File: config.mk
export PLATFORM = sky130hd
export DESIGN_NAME = fieldmux_ctrl
export DESIGN_NICKNAME = d
export VERILOG_FILES = /design/src/rtl/fieldmux_ctrl.sv
export SDC_FILE = /design/constraint.sdc
export NUM_CORES = 1
export LEC_CHECK = 0
export BUFFER_PORTS_ARGS = -buffer_cell sky130_fd_sc_hd__buf_2
export CORE_UTILIZATION = 44
export CTS_CLUSTER_SIZE = 16
export DETAILED_ROUTE_END_ITERATION = 16
export PLACE_DENSITY = 0.76
export SLEW_MARGIN = 20
export SYNTH_ARGS = -nofsm -noshare
export SYNTH_HDL_FRONTEND = slang
export SYNTH_SLANG_ARGS = --single-unit
File: constraint.sdc
create_clock -name clk -period 1.12 [get_ports clk]
set_input_delay 0.168 -clock clk [delete_from_list [all_inputs] [get_ports clk]]
set_output_delay 0.168 -clock clk [all_outputs]
set_load 0.01 [all_outputs]
File: src/rtl/fieldmux_ctrl.sv
module fieldmux_ctrl #(
  parameter int NPATH = 3
) (
  input  logic             clk,
  input  logic             rst_n,
  input  logic [NPATH-1:0] fs_stb,
  input  logic [NPATH-1:0] fs_odd,
  input  logic [NPATH-1:0] fd_stb,
  input  logic             nxt_req,
  output logic [NPATH-1:0] wr_en,
  output logic [NPATH-1:0] rd_en,
  output logic [NPATH-1:0] sw_req,
  output logic             underrun
);
  localparam int PW = (NPATH > 1) ? $clog2(NPATH) : 1;
  localparam logic [PW-1:0] LAST = PW'(NPATH - 1);
  localparam logic [1:0] S_IDLE = 2'd0, S_ARM = 2'd1, S_WR = 2'd2, S_FULL = 2'd3;

  logic [PW-1:0]    ptr;
  logic             rd_on, arrived;
  logic [NPATH-1:0] has_fld;
  logic [NPATH-1:0] sel_vec;
  logic             first_cap;

  wire advance = nxt_req & rd_on;

  genvar p;
  generate
    for (p = 0; p < NPATH; p++) begin : g_path
      logic [1:0] st, nst;
      logic       drn, ndrn, sw;
      wire        sel = advance && (ptr == PW'(p));

      always_comb begin
        nst  = st;
        ndrn = drn;
        case (st)
          S_IDLE: nst = S_ARM;
          S_ARM:  if (fs_stb[p] && fs_odd[p]) nst = S_WR;
          S_WR: begin
            if (fd_stb[p]) begin
              nst  = (drn || sel) ? S_ARM : S_FULL;
              ndrn = 1'b0;
            end else if (sel) begin
              ndrn = 1'b1;
            end
          end
          default: if (sel) nst = S_ARM;
        endcase
      end

      always_ff @(posedge clk) begin
        if (!rst_n) begin
          st  <= S_IDLE;
          drn <= 1'b0;
          sw  <= 1'b0;
        end else begin
          st  <= nst;
          drn <= ndrn;
          sw  <= (nst == S_ARM) && (st != S_ARM);
        end
      end

      assign wr_en[p]   = (st == S_WR);
      assign has_fld[p] = st[1];
      assign sel_vec[p] = (ptr == PW'(p));
      assign rd_en[p]   = rd_on && sel_vec[p] && has_fld[p];
      assign sw_req[p]  = sw;


      even_ignore_chk: assert property (@(posedge clk) disable iff (!rst_n)
        (st == S_ARM && fs_stb[p] && !fs_odd[p]) |=> !wr_en[p]);

      odd_start_chk: assert property (@(posedge clk) disable iff (!rst_n)
        (st == S_ARM && fs_stb[p] && fs_odd[p]) |=> wr_en[p]);

      wr_stop_chk: assert property (@(posedge clk) disable iff (!rst_n)
        (wr_en[p] && fd_stb[p]) |=> !wr_en[p]);

      sw_pulse_chk: assert property (@(posedge clk) disable iff (!rst_n)
        sw_req[p] |=> !sw_req[p]);

      sw_idle_chk: assert property (@(posedge clk) disable iff (!rst_n)
        sw_req[p] |-> (!wr_en[p] && !rd_en[p]));
    end
  endgenerate

  assign first_cap = (g_path[0].st == S_ARM) && fs_stb[0] && fs_odd[0];

  always_ff @(posedge clk) begin
    if (!rst_n) begin
      ptr     <= '0;
      rd_on   <= 1'b0;
      arrived <= 1'b0;
    end else begin
      if (first_cap) rd_on <= 1'b1;
      arrived <= advance;
      if (advance) ptr <= (ptr == LAST) ? '0 : ptr + 1'b1;
    end
  end

  assign underrun = arrived && ((sel_vec & has_fld) == '0);


  rd_onehot_chk: assert property (@(posedge clk) disable iff (!rst_n)
    $onehot0(rd_en));

  rotate_chk: assert property (@(posedge clk) disable iff (!rst_n)
    (advance && ptr != LAST) |=> (ptr == $past(ptr) + 1'b1));

  wrap_chk: assert property (@(posedge clk) disable iff (!rst_n)
    (advance && ptr == LAST) |=> (ptr == '0));

  underrun_quiet_chk: assert property (@(posedge clk) disable iff (!rst_n)
    underrun |-> (rd_en == '0));

  rd_before_start_chk: assert property (@(posedge clk) disable iff (!rst_n)
    !rd_on |-> (rd_en == '0 && !underrun));
endmodule

==> results of run 1 <==
[logic make-up after synthesis]
family | synth area share [%]
mux | 1.34
buf+inv | 5.70
flops | 43.0
simple gates | 35.9
compound gates | 14.1
[stage by stage]
stage / utilization, % / hold WS, ns
2_1_floorplan: - / 0.265
3_3_place_gp: 58.8 / 0.369
3_5_place_dp: 58.8 / 0.374
4_1_cts: 70.5 / 0.0713
5_1_grt: 74.0 / 0.0804
6_report: 74.0 / 0.0836
[layer usage]
layer	vias to the layer above	GRT usage, %
met5	-	0
met4	0	9.09
met3	4	3.83
met2	16	36.1
met1	319	25.9
li1	351	-
[where the power goes]
| part | internal [mW] | switching (mW) | leakage [nW] |
|---|---|---|---|
| sequential | 0.600 | 0.0396 | 0.135 |
| clock | 0.198 | 0.173 | 0.0210 |
| combinational | 0.123 | 0.0877 | 0.367 |
[registers in the layout (all words and copies together), names as in the netlist]
name and count:
g_path.st 6, g_path.drn 3, g_path.sw 3, ptr 2
arrived 1, rd_on 1
[cell usage in the layout (no fill, tap or decap), types with 2 or more instances in the layout]
master / n
buf_2: 15
buf_4: 12
buf_6: 10
dfxtp_1: 8
nor2_1: 5
a21oi_1: 4
dfxtp_2: 4
dfxtp_4: 4
nor2b_4: 3
nand3b_1: 3
and4b_2: 3
inv_1: 3
nand2_1: 3
a21oi_2: 3
nand2b_1: 3
nor2b_1: 3
clkbuf_4: 3
o211a_1: 2
and4bb_2: 2
and2_1: 2
and4b_1: 2
a211oi_2: 2
and3_1: 2
nor3b_2: 2
[how the worst max path moves through the flow]
stage                          startpoint                          to
6_report              ptr[0]$_SDFFE_PN0P_                    rd_en[0]
5_1_grt               ptr[0]$_SDFFE_PN0P_                    rd_en[0]
4_1_cts               ptr[0]$_SDFFE_PN0P_                    rd_en[0]
3_5_place_dp           rd_on$_SDFFE_PN0P_     g_path[1].sw$_SDFF_PN0_
3_3_place_gp          ptr[1]$_SDFFE_PN0P_  g_path[2].drn$_SDFFE_PN0P_
2_1_floorplan  g_path[0].st[1]$_SDFF_PN0_     g_path[0].sw$_SDFF_PN0_
[worst max-delay path: cells and delay by family (launching register included)]
| kind | cells | cell delay [ns] |
|---|---|---|
| and+or+nand+nor | 1 | 0.28 |
| buffers and inverters | 2 | 0.22 |
| DFF | 1 | 0.38 |
[layout make-up]
cell class | count | share of cell area (%)
sequential | 16 | 29.8
clock buffer | 4 | 3.18
timing repair buffer | 37 | 24.3
tap | 16 | 1.75
inverter | 3 | 0.987
multi-input combinational | 53 | 39.9
[synthesized netlist by cell type, drive strengths merged]
master | n | share of area [%]
nand3b | 3 | 3.0
nor3b | 2 | 2.0
and3 | 2 | 1.7
inv | 3 | 1.5
a2bb2oi | 1 | 1.2
a21oi | 7 | 4.7
a211oi | 2 | 2.0
nand2 | 3 | 1.5
dfxtp | 16 | 43
nor2 | 5 | 2.5
and4bb | 2 | 3.4
nor3 | 1 | 0.67
buf | 4 | 3.7
clkbuf | 1 | 0.50
o2bb2ai | 2 | 2.3
and2 | 2 | 1.7
and4b | 5 | 7.2
o211a | 2 | 2.7
nand4b | 1 | 2.0
mux2i | 1 | 1.3
nor2b | 6 | 5.0
nand2b | 3 | 2.5
a311oi | 1 | 1.2
nand3 | 1 | 0.67
nor4b | 1 | 2.0
[what timing repair did]
action,in CTS,in global routing
gates resized for setup,28,7
buffers inserted,6,3
gates cloned,0,0
endpoints found under the hold margin,0,0
endpoints found under the setup margin,15,18
pin swaps,5,5
==> impl_metrics.csv, run 1 <==
group,metric,value,unit
outcome,status,"finished with violations",
outcome,violations,"negative setup slack",
timing,setup_violations,11,
global_routing,grt_pass1_wl,2920,um
worst_setup_path,arrival,1.16,ns
timing,rsz0062_at_grt,"true",
clocking,insertion_delay,0.28,ns
die,coreArea,1540,um2
synthesis,synth-seq-area-share,43.0,%
timing,finalCritPeriodShare,119,%
synthesis,synth_seq_cells,16,
clocking,cts-buffers-inserted,3,
layout,areaGrowthSynthToFinish,53.0,%
worst_setup_path,slowest_stage,"dfxtp_4",
timing,min_period,1.33,ns
clocking,holdBufCountCts,0,
layout,multi_input_area,455,um2
place,pre_cts_slack,-0.0415,ns
worst_setup_path,crit_path_end_kind,"output pin",
worst_setup_path,worst-r2r-setup-slack,-0.13,ns
global_routing,grt_overflow,0,
layout,drive_above_1_share,61.1,%
synthesis,synthCells,77,
global_routing,grt_pass1_vias,650,
routing,postRouteAntennaNets,0,
timing,setup_ws,-0.207,ns
die,dieArea,1860,um2
global_routing,grt_start_max_net_pins,12,
job,maxCapViolCount,0,
routing,wl_met1,822,um
timing,clock_skew,0.00597,ns
timing,hold_viol,0,
routing,dr_wl_met2,977,um
global_routing,antenna_found_initial,0,
min_path,hold_class,"in2reg",
power,p_per_area,1070,nW/um2
routing,post_drt_wl_per_cell,14.6,um
routing,drt_pass1_iterations,4,
layout,register_area,340,um2
timing,max_freq,0.753,GHz
layout,fin_cells,129,
clocking,cts_htree_levels,1,
routing,top_layer,"met4",
routing,wirelength,1890,um
timing,setup_tns,-1.29,ns
worst_setup_path,critPathKind,"reg2out",
routing,vias,690,
worst_setup_path,timing.rr.end,"g_path[1].sw$_SDFF_PN0_",
clocking,cts-root-buf,"clkbuf_4",
place,gp_congestion,0.815,
worst_setup_path,rr_worst_depth,4,
die,die_h,43.2,um
place,dp_hpwl,1110,um
layout,antenna_cells,0,
clocking,cts.sinks,16,
synthesis,syn-cell-area,746,um2
synthesis,synth_cell_type_count,27,
power,peakVddDrop,1050,uV
die,start_util,48.4,%
routing,drt_iter0_markers,7,
layout,design_area,1140,um2
global_routing,grt_util_all_layers,21.3,%
die,rows,14,
place,port-buffer-count,21,
power,finalPower,1.22,mW
place,dpl_cell_area,906,um2
worst_setup_path,worstSetupStartpointType,"flop",
timing,finalMaxSlewViolations,0,
synthesis,syn_nets,89,
min_path,worstHoldStart,"fd_stb[0]",
worst_setup_path,critPathMaxFanout,6,
place,place_inst,116,
timing,slew_headroom,71.6,%
routing,met3_length,59,um
routing,via_per_inst,5.35,
timing,worst_pin_slew,0.425,ns
routing,drcViolationCount,0,
min_path,whs_path_depth,2,
synthesis,syn_area_per_cell,9.68,um2
worst_setup_path,slowest_delay,0.38,ns
synthesis,yosys_warnings,0,
clocking,cts_tree,"done",
die,ios,22,
die,dieWidth,43.2,um
power,p_leak,0.523,nW
clocking,clkTransAtPathRegs,0.09,ns
worst_setup_path,cpMostUsedCell,"buf_6",
worst_setup_path,path_cells,"buf_6 > and4bb_2 > buf_6",
worst_setup_path,crit_required,0.95,ns
min_path,min_to,"g_path[0].drn$_SDFFE_PN0P_",
layout,final.fill_count,103,
clocking,clockBufferDepth,2,
worst_setup_path,r2r-start,"ptr[1]$_SDFFE_PN0P_",
layout,nNetsFinal,126,
Power figures use the tool's default switching activity.
==> inputs of run 2 (changes only) <==
- CORE_UTILIZATION: 44 -> 47
- CTS_BUF_LIST: not set -> sky130_fd_sc_hd__clkbuf_8
- PLACE_DENSITY: 0.76 -> 0.81
==> run 2 against run 1 <==
  * The flow still finishes with violations (negative setup slack)
  * Cell area decreased by 0.55%
  * Sequential power about the same
  * Non-clock buffer count is 4 lower
  * Via count grew 0.72%
  * Combinational power barely moved
  * Hold slack better by 0.035 ns
  * Flip-flop and latch count is the same
  * Largest power group unchanged
==> impl_metrics.csv, run 2 (synthesis results as in run 1) <==
group,metric,value,unit
timing,min_period,1.29,ns
timing,setup_violations,10,
power,p_sw_share,24.1,%
timing,clock_skew,0.00313,ns
clocking,insertion_delay,0.24,ns
die,coreArea,1490,um2
die,ios,22,
die,start_util,50.1,%
power,p_switching,0.304,mW
layout,top_regs,"g_path.st (6), g_path.drn (3), g_path.sw (3)",
job,maxCapViolCount,0,
timing,worst_pin_slew,0.403,ns
worst_setup_path,r2r-start,"g_path[1].st[1]$_SDFF_PN0_",
clocking,cts_tree,"done",
routing,drt_pass1_iterations,4,
layout,largest_reg_flops,6,
layout,final_common_cell,"buf_2",
global_routing,grt_overflow,0,
routing,postRouteAntennaNets,0,
timing,slew_headroom,73.1,%
timing,hold_viol,0,
clocking,clockBufferDepth,2,
timing,finalCritPeriodShare,115,%
worst_setup_path,startpoint,"g_path[1].st[1]$_SDFF_PN0_",
global_routing,use_met3,5.65,%
power,pwr-share-seq,50.6,%
power,clockPowerShare,32.6,%
routing,post_drt_wl_per_cell,15.7,um
routing,via_per_inst,5.60,
global_routing,grt_pass1_wl,2970,um
worst_setup_path,timing.rr.end,"g_path[1].sw$_SDFF_PN0_",
worst_setup_path,crit_required,0.95,ns
power,p_per_area,1110,nW/um2
clocking,cts-buffers-inserted,3,
routing,wirelength,1950,um
place,port-buffer-count,21,
layout,top_register,"g_path.st",
min_path,hold_class,"in2reg",
layout,areaGrowthSynthToFinish,52.2,%
worst_setup_path,rr_worst_depth,4,
clocking,cts.sinks,16,
routing,drt_iter0_markers,10,
worst_setup_path,worstSetupStartpointType,"flop",
clocking,cts-root-buf,"clkbuf_8",
routing,drcViolationCount,0,
worst_setup_path,cp-endpoint,"underrun",
layout,antenna_cells,0,
global_routing,antenna_found_initial,0,
global_routing,met1_usage,25.8,%
outcome,violations,"negative setup slack",
timing,setup_ws,-0.170,ns
worst_setup_path,critPathKind,"reg2out",
layout,drive_above_1_share,55.6,%
outcome,status,"finished with violations",
worst_setup_path,arrival,1.12,ns
worst_setup_path,critPathMaxFanout,3,
min_path,worstHoldStart,"fd_stb[0]",
power,power.internal,0.959,mW
power,finalPower,1.26,mW
global_routing,gr-usage-met2,38.4,%
place,dpl_cell_area,898,um2
timing,finalMaxSlewViolations,0,
place,gp_congestion,0.815,
routing,vias,695,
die,die_h,41.8,um
worst_setup_path,crit_path_end_kind,"output pin",
die,dieWidth,41.8,um
layout,fin_cells,124,
global_routing,busiest_layer,"met2",
global_routing,grt_start_max_net_pins,12,
clocking,clkTransAtPathRegs,0.06,ns
worst_setup_path,worst-r2r-setup-slack,-0.17,ns
power,peakVddDrop,686,uV
place,place_inst,115,
layout,utilization,76.2,%
power,p_leak,0.524,nW
power,pwr-share-comb,16.8,%
global_routing,grt_pass1_vias,662,
layout,final_cell_mix,"buf_2 (16), buf_6 (11), dfxtp_1 (9)",
timing,rsz0062_at_grt,"true",
timing,max_freq,0.775,GHz
die,dieArea,1750,um2
layout,design_area,1130,um2
place,dp_hpwl,1140,um
layout,nNetsFinal,122,
die,rows,14,
clocking,cts_htree_levels,1,
global_routing,grt_util_all_layers,22.7,%
-- run 2: stage by stage --
step / setup TNS [ns] / hold WS [ns] / worst slack [ns]
after detailed placement: -0.121 / 0.373 / -0.0594
final: -0.932 / 0.119 / -0.170
after CTS: -0.821 / 0.116 / -0.174
after global placement: -0.00789 / 0.367 / -0.00789
after floorplan: 0 / 0.265 / 0.00575
after global routing: -1.40 / 0.125 / -0.235
-- run 2: power groups by stage --
stage | combinational, mW | sequential, mW | clock, mW
global route | 0.226 | 0.644 | 0.448
CTS | 0.179 | 0.638 | 0.417
finish | 0.212 | 0.639 | 0.412
floorplan | 0.104 | 0.636 | 0
detailed placement | 0.152 | 0.645 | 0
global placement | 0.147 | 0.643 | 0
-- run 2: layout make-up --
cell class                      count  area [um2]
Timing Repair Buffer               33         249
Fill cell                          96         354
Multi-Input combinational cell     53         469
Inverter                            3        11.3
Sequential cell                    16         344
Tap cell                           16        20.0
Clock buffer                        3        41.3
-- run 2: repair_timing --
action	4_1_cts	5_1_grt
resized for setup	24	14
pin swaps	6	8
hold buffers	0	0
setup buffers	2	4
endpoints found under the setup margin	14	15
endpoints found under the hold margin	0	0
-- run 2: worst max-delay path, stage by stage, from the launching register on --
cell and delay (ns):
dfxtp_4 0.36, buf_6 0.12, mux2i_1 0.13, o211a_1 0.15, buf_2 0.12
-- run 2: worst min path at each step --
stage,end,slack [ns],cells past startpoint
2_1_floorplan,g_path[2].drn$_SDFFE_PN0P_,0.26,1
3_3_place_gp,g_path[0].drn$_SDFFE_PN0P_,0.37,2
4_1_cts,g_path[0].drn$_SDFFE_PN0P_,0.12,2
6_report,g_path[0].drn$_SDFFE_PN0P_,0.12,2
3_5_place_dp,g_path[0].drn$_SDFFE_PN0P_,0.37,2
5_1_grt,g_path[2].drn$_SDFFE_PN0P_,0.13,2
-- run 2: layer usage --
| layer | share of wire, % | vias up |
|---|---|---|
| met4 | 1.6 | 0 |
| met2 | 51 | 25 |
| li1 | - | 341 |
| met1 | 42 | 325 |
| met3 | 5.4 | 4 |
| met5 | 0 | - |
